**src/rtl/ir_rl_pkg.sv**
```systemverilog
package ir_rl_pkg;

   typedef enum logic [1:0] {
      MODE_OFF   = 2'b00,
      MODE_RES_A = 2'b01,
      MODE_RES_B = 2'b10,
      MODE_IR_RX = 2'b11
   } ir_mode_e;

   localparam logic LVL_SPACE = 1'b0;
   localparam logic LVL_PULSE = 1'b1;

   function automatic int unsigned max_w(input int unsigned a, input int unsigned b);
      return (a > b) ? a : b;
   endfunction

endpackage

```
**src/rtl/ir_rl_sync.sv**
```systemverilog
module ir_rl_sync #(
   parameter int unsigned STAGES = 2
) (
   input  logic clk,
   input  logic rst,
   input  logic raw,
   input  logic invert,
   output logic lvl
);
   logic pol;
   assign pol = raw ^ invert;

   generate
      if (STAGES == 0) begin : g_bypass
         assign lvl = pol;
      end else begin : g_chain
         logic [STAGES-1:0] pipe;
         always_ff @(posedge clk) begin
            if (rst) pipe <= '0;
            else     pipe <= {pipe[STAGES-2 >= 0 ? STAGES-2 : 0 : 0], pol} ;
         end
         assign lvl = pipe[STAGES-1];
      end
   endgenerate
endmodule

```
**src/rtl/ir_rl_prescale.sv**
```systemverilog
module ir_rl_prescale #(
   parameter int unsigned DIV = 64
) (
   input  logic clk,
   input  logic rst,
   input  logic active,
   input  logic tick_en,
   output logic strobe
);
   localparam int unsigned DIV_W = (DIV > 1) ? $clog2(DIV) : 1;
   localparam logic [DIV_W-1:0] LAST = DIV_W'(DIV - 1);

   generate
      if (DIV == 1) begin : g_direct
         assign strobe = active & tick_en;
      end else begin : g_count
         logic [DIV_W-1:0] cnt;
         always_ff @(posedge clk) begin
            if (rst || !active) begin
               cnt <= '0;
            end else if (tick_en) begin
               if (cnt == LAST) cnt <= '0;
               else             cnt <= cnt + DIV_W'(1);
            end
         end
         assign strobe = active & tick_en & (cnt == LAST);
      end
   endgenerate
endmodule

```
**src/rtl/ir_rl_runfsm.sv**
```systemverilog
module ir_rl_runfsm
   import ir_rl_pkg::*;
#(
   parameter int unsigned LEN_W   = 7,
   parameter int unsigned NOISE_W = 6,
   parameter int unsigned IDLE_W  = 8
) (
   input  logic               clk,
   input  logic               rst,
   input  logic               active,
   input  logic               strobe,
   input  logic               lvl,
   input  logic [NOISE_W-1:0] noise_thr,
   input  logic [IDLE_W-1:0]  idle_thr,
   output logic [LEN_W:0]     code,
   output logic               code_vld,
   output logic               pkt_end
);
   localparam int unsigned SUM_W = max_w(LEN_W, NOISE_W) + 1;
   localparam int unsigned IC_W  = max_w(IDLE_W, NOISE_W) + 1;
   localparam logic [SUM_W-1:0] RUN_MAX = SUM_W'(2 ** LEN_W);

   // tracked state
   logic               cur_lvl, quiet;
   logic [SUM_W-1:0]   cnt;
   logic [NOISE_W-1:0] cand;
   logic [IC_W-1:0]    idle_cnt;

   // next state
   logic               n_lvl, n_quiet;
   logic [SUM_W-1:0]   n_cnt;
   logic [NOISE_W-1:0] n_cand;
   logic [IC_W-1:0]    n_idle;
   logic               emit, finish;
   logic [LEN_W:0]     emit_code;

   logic [NOISE_W-1:0] thr_eff;
   logic [SUM_W-1:0]   step, sum;
   logic [IC_W-1:0]    isum;

   assign thr_eff = (noise_thr == '0) ? NOISE_W'(1) : noise_thr;
   assign step    = SUM_W'(cand) + SUM_W'(1);
   assign sum     = cnt + step;
   assign isum    = idle_cnt + IC_W'(cand) + IC_W'(1);

   always_comb begin
      n_lvl     = cur_lvl;
      n_quiet   = quiet;
      n_cnt     = cnt;
      n_cand    = cand;
      n_idle    = idle_cnt;
      emit      = 1'b0;
      finish    = 1'b0;
      emit_code = '0;
      if (strobe) begin
         if (lvl == cur_lvl) begin
            // run continues; any pending excursion is merged into it
            n_cand = '0;
            if (!quiet) begin
               if (cur_lvl == LVL_SPACE && isum > IC_W'(idle_thr)) begin
                  finish  = 1'b1;
                  n_quiet = 1'b1;
                  n_cnt   = '0;
                  n_idle  = '0;
               end else begin
                  if (cur_lvl == LVL_SPACE) n_idle = isum;
                  if (sum >= RUN_MAX) begin
                     emit      = 1'b1;
                     emit_code = {cur_lvl, {LEN_W{1'b1}}};
                     n_cnt     = sum - RUN_MAX;
                  end else begin
                     n_cnt = sum;
                  end
               end
            end
         end else if (step >= SUM_W'(thr_eff)) begin
            // new level confirmed: close the old run
            if (!quiet && cnt != '0) begin
               emit      = 1'b1;
               emit_code = {cur_lvl, LEN_W'(cnt - SUM_W'(1))};
            end
            n_lvl   = lvl;
            n_cnt   = step;
            n_cand  = '0;
            n_quiet = 1'b0;
            n_idle  = (lvl == LVL_SPACE) ? IC_W'(step) : '0;
         end else begin
            n_cand = cand + NOISE_W'(1);
         end
      end
   end

   always_ff @(posedge clk) begin
      if (rst || !active) begin
         cur_lvl  <= LVL_SPACE;
         quiet    <= 1'b1;
         cnt      <= '0;
         cand     <= '0;
         idle_cnt <= '0;
         code_vld <= 1'b0;
         pkt_end  <= 1'b0;
         if (rst) code <= '0;
      end else begin
         cur_lvl  <= n_lvl;
         quiet    <= n_quiet;
         cnt      <= n_cnt;
         cand     <= n_cand;
         idle_cnt <= n_idle;
         code_vld <= emit;
         pkt_end  <= finish;
         if (emit) code <= emit_code;
      end
   end
endmodule

```
**src/rtl/ir_runlen_sampler.sv**
```systemverilog
module ir_runlen_sampler
   import ir_rl_pkg::*;
#(
   parameter int unsigned DIV         = 64,
   parameter int unsigned SYNC_STAGES = 2,
   parameter int unsigned LEN_W       = 7,
   parameter int unsigned NOISE_W     = 6,
   parameter int unsigned IDLE_W      = 8
) (
   input  logic               clk,
   input  logic               rst,
   input  logic               ir_line,
   input  logic               tick_en,
   input  logic               invert,
   input  logic               glob_en,
   input  logic               rx_en,
   input  logic [1:0]         mode,
   input  logic [NOISE_W-1:0] noise_thr,
   input  logic [IDLE_W-1:0]  idle_thr,
   output logic [LEN_W:0]     code,
   output logic               code_vld,
   output logic               pkt_end
);
   generate
      if (DIV < 2) begin : g_bad_div
         $error("DIV must be at least 2");
      end
      if (NOISE_W > LEN_W) begin : g_bad_noise
         $error("NOISE_W must not exceed LEN_W");
      end
      if (SYNC_STAGES == 1) begin : g_bad_sync
         $error("SYNC_STAGES must be 0 or at least 2");
      end
   endgenerate

   logic active, samp_stb, lvl;

   assign active = glob_en & rx_en & (mode == MODE_IR_RX);

   ir_rl_sync #(.STAGES(SYNC_STAGES)) u_sync (
      .clk(clk), .rst(rst), .raw(ir_line), .invert(invert), .lvl(lvl)
   );

   ir_rl_prescale #(.DIV(DIV)) u_pre (
      .clk(clk), .rst(rst), .active(active), .tick_en(tick_en), .strobe(samp_stb)
   );

   ir_rl_runfsm #(.LEN_W(LEN_W), .NOISE_W(NOISE_W), .IDLE_W(IDLE_W)) u_run (
      .clk(clk), .rst(rst), .active(active), .strobe(samp_stb), .lvl(lvl),
      .noise_thr(noise_thr), .idle_thr(idle_thr),
      .code(code), .code_vld(code_vld), .pkt_end(pkt_end)
   );
endmodule

```
**config.mk**
```make
export PLATFORM = sky130hd
export DESIGN_NAME = ir_runlen_sampler
export DESIGN_NICKNAME = d
export VERILOG_FILES = /design/src/rtl/ir_rl_pkg.sv /design/src/rtl/ir_rl_sync.sv /design/src/rtl/ir_rl_prescale.sv /design/src/rtl/ir_rl_runfsm.sv /design/src/rtl/ir_runlen_sampler.sv
export SDC_FILE = /design/constraint.sdc
export NUM_CORES = 1
export LEC_CHECK = 0
export CORE_UTILIZATION = 30
export CTS_BUF_LIST = sky130_fd_sc_hd__clkbuf_8
export DETAILED_ROUTE_END_ITERATION = 10
export PLACE_DENSITY_LB_ADDON = 0.1
export SYNTH_ARGS = -nofsm -noshare
export SYNTH_HDL_FRONTEND = slang
export SYNTH_SLANG_ARGS = --single-unit
```
**constraint.sdc**
```tcl
create_clock -name clk -period 4.35 [get_ports clk]
set_clock_uncertainty 0.2 [all_clocks]
set_input_delay 0.435 -clock clk [delete_from_list [all_inputs] [get_ports clk]]
set_output_delay 0.435 -clock clk [all_outputs]
set_load 0.1 [all_outputs]
```
# Word level (Yosys, flattened, before mapping)
# Cells that the tools add are included.
totals:
  regBits: 43
  memories: 0
  inputBits: 23
  latch_bits: 0
  romBits: 0
  ram_bits: 0
  out_inout_bits: 10
op_classes:
  n_addsub: 8
  shift: 0
  div: 0
  mul: 0
  n_mux: 36
  reduce_logical: 15
  n_bitwise: 8
  magnitude_cmp: 3
  n_eq_ne: 6
ops:
  columns: ["operator", "count"]
  rows:
  - ["2-to-1 mux 8 bit", 16]
  - ["2-to-1 mux 9 bit", 5]
  - ["2-to-1 mux 6 bit", 4]
  - ["adder 6 x 1 -> 6 bit (second input constant)", 2]
  - ["2-to-1 mux 1 bit", 11]
  - ["adder 9 x 1 -> 9 bit (second input constant)", 1]
  - ["adder 9 x 6 -> 9 bit", 1]
  - ["greater-than comparator 9 x 8 -> 1 bit", 1]
  - ["adder 8 x 7 -> 8 bit", 1]
  - ["greater-or-equal comparator 8 x 6 -> 1 bit", 1]
  - ["greater-or-equal comparator 8 bit (second input constant)", 1]
  - ["nonzero test 8 bit", 1]
  - ["subtractor 8 bit (second input constant)", 1]
  - ["adder 6 x 1 -> 7 bit (second input constant)", 1]
  - ["subtractor 7 x 1 -> 7 bit (second input constant)", 1]
  - ["equality test 6 bit (second input constant)", 1]
  - ["zero test 6 bit", 1]
  - ["AND reduction 3 bit", 2]
  - ["AND 1 bit", 4]
  - ["inequality test 2 bit (second input constant)", 2]
  - ["AND reduction 2 bit", 2]
  - ["AND reduction 4 bit", 1]
  - ["nonzero test 2 bit", 2]
  - ["OR reduction 4 bit", 1]
  - ["8 further kinds", 12]

# Depth between registers and ports, before layout
depth:
  word_depth: 10
  depth_mapped: 15

# Modules after synthesis
# From an unflattened synthesis, not the netlist that was laid out.
unflattened:
  hier_cells: 348
  area_unflattened_um2: 2947.8
modules_own_cells:
  columns: ["mod", "area_per_inst_um2", "instances", "cells_each", "seq_area_each_um2"]
  rows:
  - ["ir_rl_runfsm", 2615.0, 1, 313, 780.7]
  - ["ir_rl_prescale", 265.3, 1, 29, 120.1]
  - ["ir_rl_sync", 58.8, 1, 5, 40.0]
  - ["ir_runlen_sampler", 8.8, 1, 1, 0.0]

# Worst setup path after synthesis
# No wires, ideal clock.
synth_timing:
  path_type: "register to register"
  from: "register u_run.cand[0]"
  to: "register u_run.code[0] (enable)"
  required_time_ps: 3762
  path_stages_with_launch: 15
  t_arrival_ps: 3463
  path_slack_ps: 299
  path_cell_list: "dfxtp_1 > inv_1 > ha_1 > fa_1 > nor2b_1 > o2111ai_1 > nand2_1 > xor2_1 > ha_1 > a22o_1 > nor4_1 > a211o_1 > a21oi_1 > buf_2 > o311ai_1"
synth_between:
  elab_chain_cells: 10
  word_cells_on_any_way: 16
synth_rtl:
  columns: ["element", "line_no", "rtl"]
  rows:
  - ["start, declared", "ir_rl_runfsm.sv:26", "logic [NOISE_W-1:0] cand;"]
  - ["start signal, assigned", "ir_rl_runfsm.sv:107", "cand <= n_cand;"]
  - ["adder 9 x 6 -> 9 bit or adder 6 x 1 -> 7 bit (tied branches)", "ir_rl_runfsm.sv:44, ir_rl_runfsm.sv:42", null]
  - ["adder 9 x 1 -> 9 bit or adder 8 x 7 -> 8 bit (tied branches)", "ir_rl_runfsm.sv:44, ir_rl_runfsm.sv:43", null]
  - ["greater-than comparator 9 x 8 -> 1 bit or greater-or-equal comparator 8 bit (tied branches)", "ir_rl_runfsm.sv:60, ir_rl_runfsm.sv:67", null]
  - ["logical AND 1 bit or 2-to-1 mux 1 bit (tied branches)", "ir_rl_runfsm.sv:60, ir_rl_runfsm.sv:67", null]
  - ["2-to-1 mux 1 bit", "ir_rl_runfsm.sv:60", "if (cur_lvl == LVL_SPACE && isum > IC_W'(idle_thr)) begin"]
  - ["2-to-1 mux 1 bit", "ir_rl_runfsm.sv:59", "if (!quiet) begin"]
  - ["2-to-1 mux 1 bit *", "ir_rl_runfsm.sv:56", "if (lvl == cur_lvl) begin"]
  - ["2-to-1 mux 1 bit *", "ir_rl_runfsm.sv:55", "if (strobe) begin"]
  - ["nonzero test 2 bit (no source line) *", null, null]
  - ["AND reduction 2 bit (no source line) *", null, null]
  - ["end signal, assigned", "ir_rl_runfsm.sv:111", "if (emit) code <= emit_code;"]
  - ["end, declared", "ir_rl_runfsm.sv:15", "output logic [LEN_W:0] code,"]
# Every way passes the cells marked *; elsewhere a longest branch is shown, timed or not.
# A chain may end at the register's enable or synchronous reset.

# Worst setup path in the final report
layout_timing:
  from: "register u_run.cand[0]"
  to: "register u_run.cnt[4]"
layout_between:
  elab_chain_cells: 7
  word_cells_on_any_way: 16
layout_rtl:
  columns: ["element", "line_no", "rtl"]
  rows:
  - ["adder 9 x 6 -> 9 bit or adder 6 x 1 -> 7 bit (tied branches)", "ir_rl_runfsm.sv:44, ir_rl_runfsm.sv:42", null]
  - ["adder 9 x 1 -> 9 bit or adder 8 x 7 -> 8 bit (tied branches)", "ir_rl_runfsm.sv:44, ir_rl_runfsm.sv:43", null]
  - ["greater-than comparator 9 x 8 -> 1 bit, or another cell as far along", "ir_rl_runfsm.sv:60", null]
  - ["logical AND 1 bit or 2-to-1 mux 8 bit (tied branches)", "ir_rl_runfsm.sv:60, ir_rl_runfsm.sv:67", null]
  - ["2-to-1 mux 8 bit", "ir_rl_runfsm.sv:60", null]
  - ["2-to-1 mux 8 bit", "ir_rl_runfsm.sv:59", null]
  - ["2-to-1 mux 8 bit", "ir_rl_runfsm.sv:56", null]
  - ["end signal, assigned", "ir_rl_runfsm.sv:106", "cnt <= n_cnt;"]
  - ["end, declared", "ir_rl_runfsm.sv:25", "logic [SUM_W-1:0] cnt;"]
# Several ways; a longest one is shown, not always the timed one. The select of a mux whose other input is x is not followed.

==> run summary <==
The number of cells traversed by the worst register-to-register path is 15. The total global routing track utilization came out at 0.1508. Dividing the detail-routed via count by the number of cells gives 5.189. Type of the worst setup path: reg2reg.

A synthesized cell averages 8.607 um^2. For the number of routed nets with antenna violations, the log shows 0. The tightest min-delay check is of the reg2reg type. The routability congestion estimate is 0.7996, and the pin slew with the least headroom to its limit is 961.3 ps. The relative contribution of sequential cells to total power was 0.472. The run gives 290 ps as the flop-to-flop setup slack. For this design, the slowest cell found on the critical path is sky130_fd_sc_hd__dfxtp_1.

The delay of the slowest cell on the worst path is 430 ps, and the adder-cell share of the synthesized area is 0.1406. The tools report the maximum achievable frequency as 246.1 MHz. The clock sink count was 43; the number of DRC violations after detailed routing was 0.

Post-layout utilization of the core: 0.3780. Setup violations remaining at the end of the flow were counted as 0. In this run the power spent charging and discharging nets is 198.5 uW. In this design, the critical path's most frequently occurring cell is sky130_fd_sc_hd__ha_1. The path with the worst hold slack has its endpoint at u_sync.g_chain.pipe[1].

Hold repair after CTS inserted 0 buffers. The final layout contains routed wiring with a total length of 7.938 mm. The flow ran to the end, and the final reports show no timing, DRC or antenna violations. The power per standard cell area was 231.7 nW/um^2; the layout overhead on the synthesized area was 20.09%. After legalization and detailed placement, the total HPWL measured 6.291 mm. Fraction of final layout cells sized beyond drive strength 1: 0.06234. Combinational cell fraction of total power: 0.109. The number of stages on the worst hold path is 1. When the netlist entered floorplanning its net count stood at 421. For the initial core utilization, the log shows 0.3147. In this run the worst setup path begins at u_run.cand[0]. Start of the worst register-to-register path: u_run.cand[0]. Across all layers, the routed design uses 2771 vias. For this run, the leading register cell type out of synthesis is sky130_fd_sc_hd__dfxtp_1.

The sequential fraction of the synthesis area is 0.3003, and the area of the core is 9955 um^2. Along the worst path, the maximum fanout reaches 12. The cell leakage power is 1.476 nW. The count of state elements after synthesis is 43.

Number of buffers and inverters on the critical path: 2. The via count of the first global-routing pass was 2688; the fraction of registers with async set or reset after synthesis was 0. The tools report the capture point of the worst reg-to-reg path as u_run.cnt[4]. The first routing iteration left 105 violations. The critical path goes through inv_1, ha_1, fa_1, nor2b_1, o2111ai_1, nand2_1, xor2_1, ha_1, a22o_1, nor4_1, a2111oi_0, a2111oi_4, buf_4, o211ai_1, a31oi_1. The fraction of synthesized area in multiplexers is 0.009585. At the worst endpoint, the required time is 4380 ps. The first-pass GRT wire length is 13.17 mm, and the number of max-cap violations is 0. Clock latency on the worst-skew pair, taken at its later pin, is 300 ps.

STA classifies the critical path endpoint as a flop. Counting the fill cells in the layout gives 1012. Number of nets at the end of the flow: 457.

Dividing the detail-routed wire length by the instance count gives 14.87 um. The logs give 364 for the gate count of the mapped netlist and 5 for the number of clock buffers inserted by TritonCTS. The initial antenna violation count came out at 0. The final hold violation count was 0. The fraction of power spent switching nets is 0.2278.

For the headroom to the max-slew limit, the log shows 0.3571. The pin count of the biggest net entering global routing was 21; the final period demand of the worst path was 4064 ps. The run gives 0 as the number of setup buffers added after CTS. For the sum of overflow across all layers after global routing, the log shows 0. The max-slew violation total from the final report is 0, and the post-synthesis share of cell area spent on and, or, nand and nor gates is 0.2049. The floorplan has 36 rows.

The total inserted antenna cells is 0. Part of the total power dissipated in the clock network: 0.419. The cell internal power dissipation came out at 673.2 uW. The share of the clock period used by the worst path is 0.9343, and the die width is 104.2 um. TritonCTS built the clock tree. The number of gates resized after CTS was 0.

The die height was 104.2 um. STA classifies the critical path startpoint as a flop. The count of flip-flops with a built-in enable after synthesis is 8, and the count of synthesis-stage warnings from yosys is 0. After synthesis, the largest family of logic cells by area is compound AO/OA/AOI/OAI gates. The parity-gate share of the synthesized area counting xor and xnor cells was 0.06430; the length of the first detailed-routing pass in iterations was 4. For this design the top-level I/O count stands at 33.

Setup repair after global routing left no endpoint under its margin. In this run the number of cells on the critical path is 15. The number of I/O port buffers was 32.

Summed over all failing endpoints, the final setup total negative slack is 0 ps. Among cell families on the critical path, the largest total delay comes from compound AO/OA/AOI/OAI gates. After synthesis, the netlist uses 60 different library cells.

The compound-gate portion of the synthesized area came out at 0.2344. The worst hold path begins at u_sync.g_chain.pipe[0]. After clock tree synthesis, the clock-pin slew on the worst setup and hold paths is 80 ps. CTS built an H-tree with a depth of 2. For the maximum VDD drop, the log shows 0.0001144 V.

In this run the clock root is driven by a sky130_fd_sc_hd__clkbuf_8. Data on the critical path arrives at its endpoint at 4090 ps. The synthesized netlist occupies a cell area of 3133 um^2. The buffer depth of the longest clock path is 2, and the area enclosed by the die boundary is 10860 um^2.
-- metrics by stage --
step                      cell area [um^2]  cells  hold WS [ps]  power, mW  setup slack [ps]
after floorplan                       3133    364         213.8     0.4775             298.8
after global placement                3630    526         232.7     0.5151             440.6
after detailed placement              3630    526         246.6     0.5154             357.4
after CTS                             3762    534         261.6     0.8857             319.1
after global routing                  3762    534         272.7     0.9070             49.19
final                                 3762    534         258.9     0.8718             285.9
-- logic make-up after synthesis --
| family | after synthesis |
|---|---|
| buffers and inverters | 36 |
| DFF | 43 |
| muxes | 3 |
| adders and majority gates | 34 |
| xor gates and xnor gates | 23 |
| and+or+nand+nor | 126 |
| AOI/OAI and AO/OA | 99 |
-- cell usage after synthesis (all sizes together) (6+ instances only) --
| library cell | count | area (um^2) |
|---|---|---|
| a21oi | 15 | 75.07 |
| nor2b | 9 | 56.30 |
| nand4 | 8 | 50.05 |
| nor2 | 33 | 123.9 |
| a211oi | 6 | 50.05 |
| a31oi | 11 | 68.82 |
| o32ai | 7 | 61.31 |
| xor2 | 9 | 78.83 |
| nor3 | 7 | 35.03 |
| xnor2 | 14 | 122.6 |
| dfxtp | 35 | 700.7 |
| inv | 25 | 93.84 |
| o21ai | 25 | 125.1 |
| edfxtp | 8 | 240.2 |
| nand3 | 14 | 70.07 |
| clkbuf | 6 | 22.52 |
| ha | 32 | 400.4 |
| nand2 | 32 | 127.6 |
-- placed cells by master, fill, tap and decap left out, types with 3 or more instances in the layout --
master                            instances
sky130_fd_sc_hd__edfxtp_1                 8
sky130_fd_sc_hd__a211oi_1                 5
sky130_fd_sc_hd__o32ai_1                  7
sky130_fd_sc_hd__a2111oi_4                3
sky130_fd_sc_hd__xnor2_1                 14
sky130_fd_sc_hd__o21ai_0                 15
sky130_fd_sc_hd__a31oi_1                 11
sky130_fd_sc_hd__a21o_1                   4
sky130_fd_sc_hd__o21a_1                   4
sky130_fd_sc_hd__o21ai_1                 10
sky130_fd_sc_hd__a21oi_1                 15
sky130_fd_sc_hd__and2_1                   3
sky130_fd_sc_hd__nand4_1                  8
sky130_fd_sc_hd__clkbuf_8                 5
sky130_fd_sc_hd__inv_1                   26
sky130_fd_sc_hd__nand2_1                 31
sky130_fd_sc_hd__or3_1                    4
sky130_fd_sc_hd__and3_1                   3
sky130_fd_sc_hd__nor2_1                  33
sky130_fd_sc_hd__ha_1                    32
sky130_fd_sc_hd__nor3_1                   7
sky130_fd_sc_hd__xor2_1                   9
sky130_fd_sc_hd__mux2i_1                  3
sky130_fd_sc_hd__nand3_1                 14
sky130_fd_sc_hd__dfxtp_1                 35
sky130_fd_sc_hd__buf_4                    8
sky130_fd_sc_hd__and4_1                   3
sky130_fd_sc_hd__nor2b_1                  9
sky130_fd_sc_hd__clkdlybuf4s50_1         32
-- how the worst max path moves through the flow --
stage | endpoint | slack [ps]
2_1_floorplan | u_run.code[0] | 300
3_3_place_gp | u_run.cnt[4] | 440
3_5_place_dp | u_run.cnt[4] | 360
4_1_cts | u_run.cnt[4] | 320
5_1_grt | u_run.cnt[4] | 50
6_report | u_run.cnt[4] | 290
-- metal layers --
metal  share of wire  up-vias  GRT usage
li1                -     1431          -
met1            0.49     1273     0.2058
met2            0.46       63     0.2490
met3           0.048        4    0.02381
met4          0.0059        0    0.03367
met5               0        -          0
-- final cells by class --
type                    count  area [um^2]  area share
clock buffers               5        68.82     0.01829
clock inverters             3        63.81     0.01696
inverters                  25        93.84     0.02494
multi-input cells         285         2048      0.5444
flip-flops and latches     43        940.9      0.2501
well taps                 133        166.4     0.04423
repair buffers             40        380.4      0.1011
-- power groups by stage --
stage / combinational, mW / clock [mW] / sequential (mW)
finish: 0.0947 / 0.366 / 0.411
global route: 0.100 / 0.394 / 0.412
CTS: 0.0953 / 0.379 / 0.411
detailed placement: 0.0948 / 0 / 0.421
global placement: 0.0946 / 0 / 0.421
floorplan: 0.0277 / 0 / 0.450
-- worst reg2reg max path, cell delays in order, from the launching register on --
cell,delay [ps]
sky130_fd_sc_hd__dfxtp_1,430
sky130_fd_sc_hd__inv_1,140
sky130_fd_sc_hd__ha_1,230
sky130_fd_sc_hd__fa_1,410
sky130_fd_sc_hd__nor2b_1,170
sky130_fd_sc_hd__o2111ai_1,200
sky130_fd_sc_hd__nand2_1,200
sky130_fd_sc_hd__xor2_1,160
sky130_fd_sc_hd__ha_1,270
sky130_fd_sc_hd__a22o_1,180
sky130_fd_sc_hd__nor4_1,250
sky130_fd_sc_hd__a2111oi_0,230
sky130_fd_sc_hd__a2111oi_4,370
sky130_fd_sc_hd__buf_4,260
sky130_fd_sc_hd__o211ai_1,100
sky130_fd_sc_hd__a31oi_1,180
-- flip-flops by register name, summed over array words and instances, names as in the netlist --
name,count
u_run.quiet,1
u_sync.g_chain.pipe,2
u_run.code,8
u_run.code_vld,1
u_run.cand,6
u_run.cur_lvl,1
u_run.idle_cnt,9
u_run.pkt_end,1
u_pre.g_count.cnt,6
u_run.cnt,8
Note: power is estimated with default switching activity, not from simulation.
